[src/rtl/convseq_pkg.sv]
package convseq_pkg;
    typedef enum logic [2:0] {
        S_IDLE, S_CFG, S_FORCE, S_SEL, S_START, S_WAIT, S_BUMP, S_FIN
    } seq_state_t;

    typedef logic [1:0] src_code_t;

    localparam src_code_t SRC_TOP = 2'd3;
endpackage

[src/rtl/cur_encode.sv]
module cur_encode
    import convseq_pkg::*;
#(
    parameter int UAW = 10,
    parameter int T1  = 5,
    parameter int T2  = 15
) (
    input  logic [UAW-1:0] ua,
    output src_code_t      code
);
    // smallest step at or above the request, saturating at the top step
    always_comb begin
        if (ua == '0)
            code = 2'd0;
        else if (ua <= UAW'(T1))
            code = 2'd1;
        else if (ua <= UAW'(T2))
            code = 2'd2;
        else
            code = SRC_TOP;
    end
endmodule

[src/rtl/eoc_timer.sv]
module eoc_timer #(
    parameter int LIMIT = 1000000
) (
    input  logic clk,
    input  logic rst_n,
    input  logic clear,
    input  logic run,
    output logic expired
);
    localparam int CW = $clog2(LIMIT + 1);

    logic [CW-1:0] cnt_q;

    assign expired = run && (cnt_q == CW'(LIMIT - 1));

    always_ff @(posedge clk or negedge rst_n) begin
        if (!rst_n)
            cnt_q <= '0;
        else if (clear)
            cnt_q <= '0;
        else if (run && !expired)
            cnt_q <= cnt_q + 1'b1;
    end

    // count never passes the last allowed wait cycle
    assert_cnt_bound_R6: assert property (@(posedge clk) disable iff (!rst_n)
        cnt_q <= CW'(LIMIT - 1));
endmodule

[src/rtl/conv_seq.sv]
module conv_seq
    import convseq_pkg::*;
#(
    parameter int CHW         = 4,
    parameter int UAW         = 10,
    parameter int DW          = 16,
    parameter int RW          = 12,
    parameter int TIMEOUT_CYC = 1000000,
    parameter int DUAL_CHAN   = 3,
    parameter int CH0_T1      = 5,
    parameter int CH0_T2      = 15,
    parameter int CH3_T1      = 10,
    parameter int CH3_T2      = 400
) (
    input  logic           clk,
    input  logic           rst_n,
    input  logic           req,
    input  logic [CHW-1:0] req_chan,
    input  logic [UAW-1:0] req_ch0_ua,
    input  logic [UAW-1:0] req_ch3_ua,
    input  logic           req_dual,
    input  logic           req_ext_delay,
    input  logic           cv_eoc,
    input  logic [DW-1:0]  cv_data,
    output logic           cv_ext_delay,
    output logic [1:0]     cv_src0_code,
    output logic [1:0]     cv_src3_code,
    output logic           cv_force,
    output logic           cv_sel_en,
    output logic [CHW-1:0] cv_chan,
    output logic           cv_start,
    output logic           cv_eoc_mask,
    output logic           busy,
    output logic           done,
    output logic [RW-1:0]  res0,
    output logic [RW-1:0]  res1,
    output logic           res1_valid,
    output logic           timeout_err
);
    localparam logic [CHW-1:0] DCH = CHW'(DUAL_CHAN);

    seq_state_t     state_q, state_d;
    src_code_t      enc0, enc3;
    src_code_t      code0_q, code3_q;
    logic [CHW-1:0] chan_q;
    logic           ext_q, dual_q, pass_q;
    logic [RW-1:0]  res0_q, res1_q;
    logic           r1v_q, err_q;
    logic           expired, accept;
    logic           data_hi_unused;

    assign data_hi_unused = ^cv_data[DW-1:RW];
    assign accept = (state_q == S_IDLE) && req;

    cur_encode #(.UAW(UAW), .T1(CH0_T1), .T2(CH0_T2)) u_enc0 (
        .ua(req_ch0_ua), .code(enc0));
    cur_encode #(.UAW(UAW), .T1(CH3_T1), .T2(CH3_T2)) u_enc3 (
        .ua(req_ch3_ua), .code(enc3));

    eoc_timer #(.LIMIT(TIMEOUT_CYC)) u_timer (
        .clk(clk), .rst_n(rst_n),
        .clear(state_q == S_START),
        .run(state_q == S_WAIT),
        .expired(expired));

    // next state
    always_comb begin
        state_d = state_q;
        unique case (state_q)
            S_IDLE:  if (req) state_d = S_CFG;
            S_CFG:   state_d = S_FORCE;
            S_FORCE: state_d = S_SEL;
            S_SEL:   state_d = S_START;
            S_START: state_d = S_WAIT;
            S_WAIT: begin
                if (cv_eoc)
                    state_d = (!pass_q && dual_q) ? S_BUMP : S_FIN;
                else if (expired)
                    state_d = S_FIN;
            end
            S_BUMP:  state_d = S_START;
            S_FIN:   state_d = S_IDLE;
            default: state_d = S_IDLE;
        endcase
    end

    always_ff @(posedge clk or negedge rst_n) begin
        if (!rst_n)
            state_q <= S_IDLE;
        else
            state_q <= state_d;
    end

    // latched request, pass tracking and results
    always_ff @(posedge clk or negedge rst_n) begin
        if (!rst_n) begin
            chan_q  <= '0;
            code0_q <= '0;
            code3_q <= '0;
            ext_q   <= 1'b0;
            dual_q  <= 1'b0;
            pass_q  <= 1'b0;
            res0_q  <= '0;
            res1_q  <= '0;
            r1v_q   <= 1'b0;
            err_q   <= 1'b0;
        end else if (accept) begin
            chan_q  <= req_chan;
            code0_q <= enc0;
            code3_q <= enc3;
            ext_q   <= req_ext_delay;
            dual_q  <= req_dual && (req_chan == DCH) && (enc3 != SRC_TOP);
            pass_q  <= 1'b0;
            res0_q  <= '0;
            res1_q  <= '0;
            r1v_q   <= 1'b0;
            err_q   <= 1'b0;
        end else if (state_q == S_WAIT) begin
            if (cv_eoc) begin
                if (!pass_q) begin
                    res0_q <= cv_data[RW-1:0];
                end else begin
                    res1_q <= cv_data[RW-1:0];
                    r1v_q  <= 1'b1;
                end
            end else if (expired) begin
                err_q <= 1'b1;
            end
        end else if (state_q == S_BUMP) begin
            code3_q <= code3_q + 2'd1;
            pass_q  <= 1'b1;
        end
    end

    // converter controls and status
    always_comb begin
        cv_force    = 1'b0;
        cv_sel_en   = 1'b0;
        cv_start    = 1'b0;
        cv_eoc_mask = 1'b1;
        busy        = 1'b1;
        done        = 1'b0;
        unique case (state_q)
            S_IDLE:  busy = 1'b0;
            S_CFG:   ;
            S_FORCE: cv_force = 1'b1;
            S_SEL: begin
                cv_force  = 1'b1;
                cv_sel_en = 1'b1;
            end
            S_START: begin
                cv_force    = 1'b1;
                cv_sel_en   = 1'b1;
                cv_start    = 1'b1;
                cv_eoc_mask = 1'b0;
            end
            S_WAIT, S_BUMP: begin
                cv_force    = 1'b1;
                cv_sel_en   = 1'b1;
                cv_eoc_mask = 1'b0;
            end
            S_FIN:   done = 1'b1;
            default: busy = 1'b0;
        endcase
        cv_chan      = cv_sel_en ? chan_q : '0;
        cv_ext_delay = ext_q;
        cv_src0_code = code0_q;
        cv_src3_code = code3_q;
        res0         = res0_q;
        res1         = res1_q;
        res1_valid   = r1v_q;
        timeout_err  = err_q;
    end

    assert_start_pulse_R4: assert property (@(posedge clk) disable iff (!rst_n)
        cv_start |=> !cv_start);
    assert_sel_under_force_R4: assert property (@(posedge clk) disable iff (!rst_n)
        cv_sel_en |-> cv_force);
    assert_release_R9: assert property (@(posedge clk) disable iff (!rst_n)
        done |-> (!cv_force && !cv_sel_en && cv_eoc_mask && cv_chan == '0));
    assert_bump_step_R7: assert property (@(posedge clk) disable iff (!rst_n)
        (state_q == S_BUMP) |=> (cv_src3_code == $past(cv_src3_code) + 2'd1));
    assert_refuse_top_R8: assert property (@(posedge clk) disable iff (!rst_n)
        (state_q == S_BUMP) |-> (cv_src3_code != SRC_TOP));
    assert_hold_cfg_R10: assert property (@(posedge clk) disable iff (!rst_n)
        busy |=> $stable(cv_src0_code));
endmodule

[config.mk]
export PLATFORM = sky130hd
export DESIGN_NAME = conv_seq
export DESIGN_NICKNAME = d
export VERILOG_FILES = /design/src/rtl/convseq_pkg.sv /design/src/rtl/cur_encode.sv /design/src/rtl/eoc_timer.sv /design/src/rtl/conv_seq.sv
export SDC_FILE = /design/constraint.sdc
export NUM_CORES = 1
export LEC_CHECK = 0
export ABC_AREA = 1
export CORE_ASPECT_RATIO = 0.8
export CORE_MARGIN = 5
export CORE_UTILIZATION = 54
export CTS_CLUSTER_DIAMETER = 120
export DETAILED_ROUTE_END_ITERATION = 7
export MAX_ROUTING_LAYER = met4
export PLACE_DENSITY_LB_ADDON = 0.3
export SLEW_MARGIN = 25
export SYNTH_ARGS = -nofsm -noshare
export SYNTH_HDL_FRONTEND = slang
export SYNTH_HIERARCHICAL = 1
export SYNTH_SLANG_ARGS = --single-unit
[constraint.sdc]
create_clock -name clk -period 3.9 [get_ports clk]
set_input_delay 0.585 -clock clk [delete_from_list [all_inputs] [get_ports clk]]
set_output_delay 0.585 -clock clk [all_outputs]
set_load 0.02 [all_outputs]
==> impl_results.md, run 1 <==
* LEAKAGE at 0.00236 uW
* Pre-CTS WS at 1.49 ns
* Grt total ovfl at 0
* First-pass GRT wire length at 15300 microns
* Top-area cell type share of the netlist area at 42.5%
* Vias at 3553
* Area leader, netlist: dfrtp_1
* Nets at 625
* Inserted Clock Buffers at 9
* Cell area after synthesis at 0.00353 sq mm
* P&R area growth vs syn at 28.7%
* Ys flop type: dfrtp_1
* CP Launch Type: register
* Core area at 0.00638 sq mm
* Fill count at 520
* ANT nets after route at 0
* CTS sink count at 60
* Fin area at 0.00455 sq mm
* Root buf cell: clkbuf_8
* CTS tree: done
* CTS max path bufs at 2
* Total Wirelength at 9160 microns
* Final setup violation count at 0
* Gpl congestion at 1.01
* Tcrit/Tclk final at 68.5%
* Chip width at 100 microns
* Final Worst Setup Slack at 1.23 ns
* Pwr per Cell Area at 628 mW/mm^2
* Clock transition at path regs at 0.07 ns
* Port bufs at 82
* Ant diodes at 0
* Die area at 0.00827 sq mm
* Number of core rows at 26
* Crit path DAT at 2.09 ns
* # H-tree levels at 3
* Most frequent cells in the layout: 172 x nand2_1, 81 x clkdlybuf4s50_1, 61 x nand3_1, 60 x dfrtp_1, 58 x nor2_1
* Post-Syn Nets at 546
* EDFF count, synth at 0
* WHS at 0.298 ns
* Cells along the critical path: nand2_1 -> nand2_1 -> nand2_1 -> inv_1 -> nor2_1 -> clkdlybuf4s50_1
* Crit-path max cell delay at 0.62 ns
* Rel. slew slack at 35.1%
* #FFs+latches synth at 60
* Mean Syn Cell Area at 7.08 sq um
* GRT Overall Usage at 24.1%
* Share of cells above drive strength 1 at 7.90%
* Die height at 82.4 microns
* Critical path required time at 3.31 ns
* Most frequent CP cell: nand2_1
* Asr flop ratio synth at 100%
* Worst-Margin Slew at 0.972 ns
* RSZ-0062 raised after global routing: false
* Largest delay share family, worst path: buffers and inverters
* Min-delay worst type: input pin to async pin
* Initial antenna violation count at 0
* Register area share after synthesis at 42.5%
* Synth top area cells: dfrtp_1 42%, nand2_1 18%, nand3_1 8.6%, nor2_1 6.2%, inv_1 5.2%
* Detailed Route Iter0 Violations at 322
* Max IR drop VDD at 0.430 mV
* Post-route minimum period at 2.67 ns
* Post-route DRC at 0
* Via density at 5.33
* Commonest non-fill, non-tap cell in the layout: nand2_1
* Status: finished clean
* Clock latency on the worst-skew pair at 0.34 ns
* Post-CTS sizing at 0
* Number of global-route vias before repair at 3374
* Maximum clock rate at 374 MHz
* Drt first pass iters at 5
* # IOs at 87
* Hold_buf cts at 0
* Max Slew Vio Count at 0
* Post-Route Skew at 0.00852 ns
* Max Cap Viol at 0
* Placed instance area at 0.00436 sq mm
* Crit path kind: register to primary output
* Post-CTS Setup Inserts at 0
* CP bufs+invs at 2
* DP Wirelength at 6640 microns
* Initial Util at 55.4%
* Pin count of the biggest net entering global routing at 33
* Routed WL per cell at 13.8 microns
* Distinct cell type count after synthesis at 34
* CP endpoint kind: primary output
* Synth warn at 6
* Final hold vios at 0
* CP max stage cell: clkdlybuf4s50_1
* Worst Path Max Fanout at 9
* Gate Count Post-Synth at 499
* Fin Setup TNS at 0 ns
-- cell type report --
type / instances / area, sq um / share of cell area (%)
sequential: 60 / 1500 / 33.0
tap: 84 / 105 / 2.31
inverter: 58 / 218 / 4.79
multi-input combinational: 364 / 1700 / 37.3
clock buffer: 14 / 183 / 4.02
clock inverter: 1 / 5.00 / 0.110
timing repair buffer: 85 / 838 / 18.4
-- worst paths after layout --
check	from	slack [ns]	end	cells after the start
min	rst_n	0.30	u_timer/cnt_q[2]	1
max	state_q[1]	1.23	cv_chan[3]	6
min reg2reg	cv_src0_code[1]	0.48	cv_src0_code[1]	2
min in group clk	cv_src0_code[1]	0.48	cv_src0_code[1]	2
max reg2reg	state_q[1]	1.68	u_timer/cnt_q[4]	8
max in group asynchronous	rst_n	2.75	res1_valid	2
-- flip-flops by register name, summed over array words and instances, names as in the netlist --
name and cells:
dual_q 1, cv_src0_code 2, u_timer/cnt_q 20, cv_ext_delay 1, cv_src3_code 2, res1 12, timeout_err 1, state_q 3
res0 12, res1_valid 1, chan_q 4, pass_q 1
-- layer usage --
layer / GRT usage [%] / vias to the layer above / part of all wire, %
met3: 5.46 / 19 / 7.7
met1: 31.7 / 1660 / 45
li1: - / 1717 / -
met5: - / - / 0
met2: 36.7 / 157 / 45
met4: 9.42 / 0 / 2.1
-- cells in the mapped netlist (all sizes together), types with 2 or more instances --
cell and count:
xor2 8, or2 2, nor2 67, dfrtp 60, inv 57, nor3 2, nand3 63, nand2 179
o21ai 9, a21oi 7, nand4 19, clkbuf 2, xnor2 2, buf 15, o21bai 2
-- per-stage QoR --
step	total power [uW]	utilization, %	std cells
after floorplan	1750	-	499
after global placement	2290	68.4	651
after detailed placement	2330	68.4	651
after CTS	2860	71.3	666
after global routing	3040	71.3	666
final	2860	71.3	666
-- report_power, final --
part	switching [uW]	internal, uW	total, uW	leakage (uW)
clock network	233	296	529	0.0000986
registers	150	820	970	0.000801
logic	800	557	1360	0.00146
total	1180	1670	2860	0.00236
-- kinds of logic (layout without fill, tap and decap cells) --
logic type / Yosys count / count (layout) / synth area share [%]
AOI/OAI and AO/OA: 20 / 20 / 3.22
xor gates and xnor gates: 10 / 10 / 2.48
adders and majority gates: 1 / 1 / 0.354
buffers and inverters: 75 / 158 / 9.49
DFF: 60 / 60 / 42.5
and+or+nand+nor: 333 / 333 / 42.0
Note: power is estimated with default switching activity, not from simulation.
==> inputs of run 2 (changes only) <==
- CORE_UTILIZATION: 54 -> 45
- clock period: 3.9 -> 2.3 ns (I/O delays scaled with it)
==> impl_results.md, run 2 (synthesis results as in run 1) <==
* ANT nets after route at 0
* Detailed Route Iter0 Violations at 173
* Die height at 89.3 microns
* Crit path DAT at 1.81 ns
* Most frequent cells in the layout: 172 x nand2_1, 75 x clkdlybuf4s50_1, 61 x nand3_1, 60 x dfrtp_1, 58 x nor2_1
* CTS tree: done
* Reg with most FFs: u_timer/cnt_q
* Number of flip-flops in the largest register at 20
* CTS max path bufs at 2
* Via density at 5.02
* Area of the multi-input gates at 0.00170 sq mm
* Number of global-route vias before repair at 3383
* Final Power at 4930 uW
* Violated checks: negative hold slack
* Post-route minimum period at 2.16 ns
* Clock transition at path regs at 0.07 ns
* Status: complete, but fails checks
* Port bufs at 82
* Critical path required time at 1.96 ns
* WHS at -0.00745 ns
* P&R area growth vs syn at 31.3%
* Share of cells above drive strength 1 at 8.84%
* Die area at 0.00974 sq mm
* Maximum clock rate at 464 MHz
* Nets at 630
* Gpl congestion at 0.903
* Placed instance area at 0.00444 sq mm
* Drt first pass iters at 5
* FF-to-FF Start: state_q[1]
* Min-delay worst type: input pin to async pin
* Pwr per Cell Area at 1060 mW/mm^2
* Worst-Margin Slew at 0.592 ns
* FF/Latch Area at 0.00150 sq mm
* Post-route DRC at 0
* Ant diodes at 0
* Post-CTS Setup Inserts at 0
* Crit path kind: register to primary output
* R2R Setup Slk at 0.44 ns
* Core area at 0.00753 sq mm
* Clock latency on the worst-skew pair at 0.34 ns
* Root buf cell: clkbuf_8
* Chip width at 109 microns
* Max IR drop VDD at 0.907 mV
* Commonest non-fill, non-tap cell in the layout: nand2_1
* Worst R2R Path Depth at 8
* GRT Overall Usage at 21.3%
* Rel. slew slack at 60.4%
* CP Launch Type: register
* Fill count at 682
* CP endpoint kind: primary output
* Pre-CTS WS at 0.303 ns
* Fin area at 0.00464 sq mm
* LEAKAGE at 0.00243 uW
* Initial Util at 46.9%
* Total Wirelength at 9080 microns
* CTS sink count at 60
* Final Worst Setup Slack at 0.144 ns
* Max Slew Vio Count at 0
* # IOs at 87
* Pin count of the biggest net entering global routing at 32
* Final setup violation count at 0
* Number of core rows at 28
* Tcrit/Tclk final at 93.8%
* DP Wirelength at 6700 microns
* Inserted Clock Buffers at 9
* Vias at 3481
* Reg-to-reg critical path endpoint: u_timer/cnt_q[10]
* Worst Path Max Fanout at 9
* First-pass GRT wire length at 15900 microns
* Initial antenna violation count at 0
* RSZ-0062 raised after global routing: false
* Grt total ovfl at 0
* Routed WL per cell at 13.1 microns
* Post-Route Skew at 0.00403 ns
* Max Cap Viol at 0
* Final hold vios at 7
* # H-tree levels at 3
* Fin Setup TNS at 0 ns
-- run 2: cell count changes in the layout (fill, tap and decap cells not counted), sizes merged --
cell and delta:
clkdlybuf4s50 -6, dlygate4sd2 +4, clkbuf -2, buf +5, dlymetal6s2s +2, clkinv +1, bufinv +1, clkinvlp +1
-- run 2: critical path, stage by stage, from the launching register on --
cell             delay, ns
dfrtp_1               0.50
nand2_1               0.14
nand2_1               0.11
nand2_1               0.12
clkdlybuf4s50_1       0.61
-- run 2: routing by layer --
layer	routed length, microns	GRT usage [%]	up-vias
li1	-	-	1738
met1	4210	27.7	1616
met2	4220	33.2	116
met3	556	5.78	11
met4	101	5.50	0
met5	0	-	-
-- run 2: how the worst max path moves through the flow --
stage / from / end / depth (start not counted)
3_5_place_dp: state_q[1] / cv_chan[2] / 6
3_3_place_gp: state_q[1] / cv_chan[2] / 6
2_1_floorplan: state_q[1] / u_timer/cnt_q[13] / 8
4_1_cts: state_q[1] / cv_start / 4
5_1_grt: state_q[1] / cv_sel_en / 4
6_report: state_q[1] / cv_sel_en / 4
-- run 2: power by group --
| part | switching (uW) | leakage (uW) | internal, uW | total [uW] |
|---|---|---|---|---|
| clock network | 423 | 0.000102 | 556 | 979 |
| registers | 253 | 0.000801 | 1390 | 1640 |
| logic | 1360 | 0.00153 | 950 | 2310 |
-- run 2: area by class of cell --
type	count	share of cell area, %
tap	105	2.83
timing repair buffer	90	19.2
multi-input combinational	364	36.6
sequential	60	32.4
clock buffer	12	3.35
inverter	58	4.69
clock inverter	4	1.03
-- run 2: what timing repair did --
action | in CTS | in global routing
setup endpoints to repair | 4 | 2
endpoints found under the hold margin | 0 | 0
resized for setup | 4 | 2
hold buffers | 0 | 0
-- run 2: per-stage QoR --
| step | util (%) | instances |
|---|---|---|
| floorplan | - | 499 |
| global placement | 58.9 | 677 |
| detailed placement | 58.9 | 677 |
| CTS | 61.5 | 693 |
| global route | 61.6 | 693 |
| finish | 61.6 | 693 |
